### config.mk
export PLATFORM = sky130hd
export DESIGN_NAME = crtc_addr_gen
export DESIGN_NICKNAME = d
export VERILOG_FILES = /design/src/rtl/crtc_addr_gen.sv
export SDC_FILE = /design/constraint.sdc
export NUM_CORES = 1
export LEC_CHECK = 0
export BUFFER_PORTS_ARGS = -buffer_cell sky130_fd_sc_hd__clkbuf_2
export CAP_MARGIN = 20
export CORE_MARGIN = 4
export CORE_UTILIZATION = 57
export DETAILED_ROUTE_END_ITERATION = 10
export GPL_TIMING_DRIVEN = 0
export PLACE_DENSITY = 0.95
export SETUP_SLACK_MARGIN = 0.2
export SLEW_MARGIN = 20
export SYNTH_ARGS = -nofsm -noshare
export SYNTH_HDL_FRONTEND = slang
export SYNTH_SLANG_ARGS = --single-unit
### constraint.sdc
create_clock -name clk -period 2.8 [get_ports clk]
set_input_delay 0.56 -clock clk [delete_from_list [all_inputs] [get_ports clk]]
set_output_delay 0.56 -clock clk [all_outputs]
set_load 0.02 [all_outputs]
### src/rtl/crtc_addr_gen.sv
module crtc_addr_gen #(
  parameter int VCC_W = 7
) (
  input  logic             clk,
  input  logic             rst_n,
  input  logic [1:0]       reload_mode,
  input  logic             wr_en,
  input  logic             wr_sel,
  input  logic [7:0]       wr_data,
  input  logic             line_start,
  input  logic             frame_start,
  input  logic             save_row,
  input  logic             char_en,
  input  logic             disp_en,
  input  logic [VCC_W-1:0] vcc,
  input  logic [2:0]       ra,
  input  logic             clk_phase,
  output logic [13:0]      ma,
  output logic [15:0]      vaddr
);

  logic [1:0]  mode_q;
  logic [13:0] start_q, ma_q, save_q;

  wire first_row_mode = (mode_q == 2'd1);
  wire saved_mode     = (mode_q == 2'd2);
  wire frame_ld       = line_start && frame_start && !first_row_mode;
  wire count          = char_en && disp_en;

  always_ff @(posedge clk) begin
    if (!rst_n) begin
      mode_q  <= reload_mode;
      start_q <= '0;
      ma_q    <= '0;
      save_q  <= '0;
    end else begin
      if (wr_en) begin
        if (wr_sel) start_q[7:0]  <= wr_data;
        else        start_q[13:8] <= wr_data[5:0];
      end
      if (line_start) begin
        if (first_row_mode)                    ma_q <= (vcc == '0) ? start_q : save_q;
        else if (saved_mode || !frame_start)   ma_q <= save_q;
        else                                   ma_q <= start_q;
      end else if (count) begin
        ma_q <= ma_q + 14'd1;
      end
      if (frame_ld)      save_q <= start_q;
      else if (save_row) save_q <= ma_q;
    end
  end

  assign ma    = ma_q;
  assign vaddr = {ma_q[13:12], ra, ma_q[9:0], clk_phase};

  assert_count_R3: assert property (@(posedge clk) disable iff (!rst_n)
    $past(rst_n) && $past(!line_start && count) |-> ma_q == $past(ma_q) + 14'd1);

  assert_hold_R3: assert property (@(posedge clk) disable iff (!rst_n)
    $past(rst_n) && $past(!line_start && !count) |-> $stable(ma_q));

  assert_frame_load_R6: assert property (@(posedge clk) disable iff (!rst_n)
    $past(rst_n) && $past(line_start && frame_start) && (mode_q == 2'd0 || mode_q == 2'd3)
      |-> ma_q == $past(start_q) && save_q == $past(start_q));

  assert_saved_only_R9: assert property (@(posedge clk) disable iff (!rst_n)
    $past(rst_n) && $past(line_start) && saved_mode |-> ma_q == $past(save_q));

  assert_mode_locked_R11: assert property (@(posedge clk) disable iff (!rst_n)
    $past(rst_n) |-> $stable(mode_q));

endmodule

==> results.yml, run 1 <==
timing:
  tns_ns: 0
  period_needed_ns: 1.76
  relSlewSlack_pct: 63.0
  tightest_slew_ns: 0.555
  max_freq_mhz: 569
  final.period_utilization_pct: 62.8
  clock_skew_ns: 0.0111
  rsz0062_at_grt: "false"
  finalSetupViolCount: 0
  maxSlewViolCount: 0
  hold_viol: 0
drt:
  routed_via_density: 5.72
  drt_first_pass_iters: 4
  first_iter_violations: 125
  drc: 0
  routed_wl_um: 5780
  wl_per_cell_um: 15.5
  vias: 2127
  antenna_left: 0
worst_setup_path:
  worstPathCellList: "ha_1 -> nand3_1 -> nor2_2 -> a31oi_1 -> o31ai_1 -> a31oi_1"
  max_stage_delay_ns: 0.51
  cp.arrival_ns: 1.92
  reg2reg_depth: 6
  r2r-start: "ma[0]"
  r2r_setup_slack_ns: 1.04
  crit_fanout: 7
  setup.worst_path.start: "ma[0]"
  endpoint_kind: "flip-flop"
  worst_path_max_delay_cell: "dfxtp_1"
  path_class: "flip-flop to flip-flop"
  cp-start-kind: "flip-flop"
  cp_common_cell: "a31oi_1"
  cp_data_required_time_ns: 2.97
  r2r-end: "ma[12]"
pwr:
  vdd_drop_max_mv: 0.359
  p_total_mw: 1.34
  p_per_area_nw_per_um2: 483
  p_leak_nw: 1.27
floorplan:
  rows: 23
  coreArea_um2: 4000
  pin_count: 60
  fp.dieH_um: 72.5
  die_area_um2: 5260
  dieWidth_um: 72.5
  initial_utilization_pct: 59.3
synthesis:
  async_reset_ff_share_pct: 0
  ys_seq_elements: 44
  postSynthCellCount: 264
  synth_warnings: 0
  synth_fp_nets: 295
  syn-mean-instance-area_um2: 8.99
  synth-seq-area-share_pct: 38.0
  synth-edff-count: 2
  synth_flop_cell: "dfxtp_1"
  synth.distinct_cells: 46
  syn_area_um2: 2370
cells_and_area:
  final_common_cell: "clkbuf_2"
  drive_gt1_share_pct: 30.7
  n_antenna_cell: 0
  final_cells: 372
  final_nets: 354
  area_delta_synth_final_pct: 16.7
  final_cell_mix: "53 x clkbuf_2, 42 x dfxtp_1, 28 x mux2i_1, 25 x nand2_1, 23 x nor2_1"
  finish.instance_area_um2: 2770
global_route:
  grt_max_degree: 13
  grt_pass1_vias: 1928
  grt_pass1_wl_um: 9360
  track_usage_pct: 22.7
  antenna_found_initial: 0
  overflow: 0
placed_design:
  place_hpwl_um: 4320
  io_buffer_count: 52
  placed_cell_area_um2: 2700
  place_congestion: 0.912
  dp.cells: 366
cts:
  clk_path_buf_depth: 2
  cts_tree: "done"
  cts.sinks: 44
  holdBufCountCts: 0
  clock-root-buffer: "clkbuf_8"
  cts-htree-levels: 2
  worstSkewPairLatency_ns: 0.30
  cts_buffers: 5
  clkTransAtPathRegs_ns: 0.07
  cts_setup_buffers: 0
  cts_resized: 0
worst_hold_path:
  whs_path_depth: 1
  holdPathEnd: "mode_q[0]"
  min_from: "reload_mode[0]"
  hold_class: "primary input to flip-flop"
flow_run:
  maxCapViolCount: 0
run_status:
  outcome: "finished clean"
## stage by stage
stage / hold WS (ns) / setup WS [ns] / utilization [%]
floorplan: 0.446 / 1.10 / -
global placement: 0.451 / 0.956 / 67.4
detailed placement: 0.463 / 0.895 / 67.4
CTS: 0.427 / 1.06 / 69.2
global route: 0.432 / 0.881 / 69.2
finish: 0.438 / 1.04 / 69.2
## worst max path at each step
stage / to / slack (ns) / cells past startpoint
2_1_floorplan: ma[6] / 1.10 / 5
3_3_place_gp: ma[6] / 0.96 / 6
3_5_place_dp: ma[2] / 0.90 / 7
4_1_cts: ma[12] / 1.06 / 6
5_1_grt: ma[12] / 0.88 / 6
6_report: ma[12] / 1.04 / 6
## state kept, by name, indices dropped and copies added (netlist names)
register / cells
ma: 14
mode_q: 2
save_q: 14
start_q: 14
## logic make-up after synthesis
logic type | count (synthesis) | share of synthesized area, %
mux | 30 | 12.8
buf+inv | 37 | 9.44
flops | 44 | 38.0
fa+ha+maj | 1 | 0.527
xor+xnor | 8 | 2.95
simple gates | 88 | 20.9
compound gates | 56 | 15.5
## power by group
part	leakage [nW]	switching, mW	internal (mW)
clock network	0.0371	0.197	0.166
logic	0.870	0.148	0.112
registers	0.364	0.0432	0.669
total	1.27	0.388	0.948
## synthesized netlist by cell type (2+ instances only)
master / instances / area, um^2
a31oi_1: 6 / 37.5
nor2_1: 23 / 86.3
nor3_1: 4 / 20.0
a41oi_1: 3 / 26.3
mux2_2: 2 / 22.5
nand2b_1: 2 / 12.5
a21oi_1: 15 / 75.1
xor2_1: 6 / 52.6
buf_2: 7 / 35.0
and4_1: 3 / 26.3
mux2i_1: 28 / 280
dfxtp_1: 42 / 841
nor4_1: 2 / 12.5
xnor2_1: 2 / 17.5
nand2_1: 25 / 93.8
o21ai_1: 4 / 20.0
edfxtp_1: 2 / 60.1
nand3_1: 13 / 65.1
o21ai_0: 6 / 30.0
nand4_1: 2 / 12.5
buf_4: 18 / 135
inv_1: 3 / 11.3
nor4_2: 3 / 37.5
nor3_2: 2 / 20.0
a211oi_1: 14 / 105
clkbuf_1: 7 / 26.3
## worst max-delay path: cells and delay by family, from the launching register on
family          cells  cell delay (ns)
flops               1             0.51
compound gates      3             0.44
simple gates        2             0.43
fa+ha+maj           1             0.25
## routing by layer
| layer | global-route usage, % | vias to the layer above | share of wire (%) |
|---|---|---|---|
| li1 | - | 1056 | - |
| met2 | 37.8 | 80 | 48 |
| met4 | 9.63 | 0 | 2.0 |
| met1 | 29.0 | 979 | 44 |
| met5 | 0 | - | 0 |
| met3 | 3.74 | 12 | 5.9 |
## layout make-up
| class | instances | area, um^2 |
|---|---|---|
| buffer | 34 | 213 |
| clock buffer | 6 | 72.6 |
| fill | 327 | 1230 |
| inverter | 3 | 11.3 |
| multi-input combinational | 183 | 1250 |
| sequential | 44 | 901 |
| tap | 50 | 62.6 |
| timing repair buffer | 52 | 260 |
(Power assumes the default switching activity.)
==> run 2: changes to the inputs <==
Settings changed: CORE_UTILIZATION 57 to 53, PLACE_DENSITY 0.95 to 0.91.
Clock period 2.8 ns to 1.71 ns, I/O delays scaled along.
==> run 2 against run 1 <==
Effect of this change: clock power is 110% higher; critical path depth stayed put; flip-flop and latch count stayed put; worst hold slack worse by 0.21 ns; clock-buffer cell count is 1 lower; combinational power is 78% higher; highest routed layer unchanged.
==> results.yml, run 2 (synthesis results as in run 1) <==
global_route:
  track_usage_pct: 22.7
  grt_pass1_wl_um: 9790
  grt_pass1_vias: 2044
  antenna_found_initial: 0
  overflow: 0
  grt_max_degree: 14
floorplan:
  pin_count: 60
  fp.dieH_um: 74.9
  coreArea_um2: 4350
  die_area_um2: 5610
  initial_utilization_pct: 54.5
  dieWidth_um: 74.9
  rows: 24
drt:
  drt_first_pass_iters: 5
  antenna_left: 0
  wl_per_cell_um: 16.2
  routed_via_density: 5.84
  vias: 2232
  drc: 0
  routed_wl_um: 6190
  first_iter_violations: 182
run_status:
  outcome: "finished clean"
cts:
  cts_buffers: 5
  clk_path_buf_depth: 2
  cts.sinks: 44
  clock-root-buffer: "clkbuf_8"
  cts-htree-levels: 2
  worstSkewPairLatency_ns: 0.30
  cts_tree: "done"
  clkTransAtPathRegs_ns: 0.09
  holdBufCountCts: 0
worst_setup_path:
  path_class: "flip-flop to flip-flop"
  cp-start-kind: "flip-flop"
  crit_fanout: 8
  cp.arrival_ns: 1.75
  cp_data_required_time_ns: 1.87
  endpoint_kind: "flip-flop"
pwr:
  internal_power_mw: 1.73
  vdd_drop_max_mv: 0.386
  pwr-share-comb_pct: 19.3
  p_per_area_nw_per_um2: 828
  p_leak_nw: 1.32
  power_switching_mw: 0.683
  swShare_pct: 28.4
  sequentialPowerShare_pct: 48.5
  clkPwrFrac_pct: 32.3
  p_total_mw: 2.41
timing:
  rsz0062_at_grt: "true"
  clock_skew_ns: 0.00949
  relSlewSlack_pct: 64.4
  final.period_utilization_pct: 93.1
  tightest_slew_ns: 0.534
  hold_viol: 0
  finalSetupViolCount: 0
  fin_ws_ns: 0.119
  timing.hold.ws_ns: 0.226
  maxSlewViolCount: 0
  tns_ns: 0
  period_needed_ns: 1.59
  max_freq_mhz: 628
placed_design:
  io_buffer_count: 52
  place_hpwl_um: 4390
  pre_cts_ws_ns: 0.0249
  place_congestion: 0.812
worst_hold_path:
  hold_class: "primary input to flip-flop"
cells_and_area:
  final_core_util_pct: 66.8
  n_antenna_cell: 0
  area_delta_synth_final_pct: 22.6
  final_nets: 360
  drive_gt1_share_pct: 36.4
  final_common_cell: "clkbuf_2"
  final_cell_mix: "54 x clkbuf_2, 37 x dfxtp_1, 27 x mux2i_1, 25 x nand2_1, 24 x buf_4"
flow_run:
  maxCapViolCount: 0
==> run 2: cell count changes in the layout (fill, tap and decap cells not counted), moves of 2 or more <==
cell      change
nand3_2       +3
clkbuf_1      -2
dfxtp_2       +3
clkinv_1      +2
dfxtp_1       -5
nand3_1       -3
dfxtp_4       +2
buf_4         +6
==> run 2: critical path, cell delays in order, from the launching register on <==
cell and delay, ns:
edfxtp_1 0.43, nand2b_1 0.20, nand3_2 0.12, nor2b_4 0.21, buf_8 0.16, mux2i_4 0.24, a21oi_1 0.10
==> run 2: routing by layer <==
metal  vias up  global-route usage, %  part of all wire [%]
li1       1064                      -                     -
met1      1040                   29.1                    43
met2       116                   37.0                    47
met3        12                   4.81                   7.8
met4         0                   9.49                   2.2
met5         -                      0                     0
==> run 2: repair_timing <==
item,4_1_cts,5_1_grt
pin swaps,2,1
setup endpoints to repair,19,31
buffers inserted,6,0
gates resized for setup,9,8
==> run 2: layout make-up <==
type | count | area (um^2)
Timing Repair Buffer | 58 | 305
Buffer | 34 | 218
Inverter | 3 | 11.3
Clock inverter | 3 | 37.5
Tap cell | 52 | 65.1
Clock buffer | 5 | 68.8
Fill cell | 342 | 1450
Multi-Input combinational cell | 183 | 1290
Sequential cell | 44 | 912
==> run 2: worst paths after layout <==
check,from,depth (start not counted),endpoint,slack (ns)
worst max-delay path,mode_q[0],6,ma[11],0.12
worst min-delay path,reload_mode[0],1,mode_q[0],0.23
worst max register to register,mode_q[0],6,ma[11],0.12
worst min register to register,save_q[5],2,ma[5],0.49
==> run 2: power groups by stage <==
stage               Sequential (mW)  Clock, mW  Combinational [mW]
CTS                            1.16      0.777               0.448
global placement               1.18          0               0.409
floorplan                      1.20          0               0.277
global route                   1.17      0.827               0.505
finish                         1.17      0.778               0.464
detailed placement             1.19          0               0.421
==> run 2: through the flow <==
stage,instances,instance area [um^2]
floorplan,264,2370
global placement,368,2700
detailed placement,368,2700
CTS,382,2880
global route,382,2910
finish,382,2910
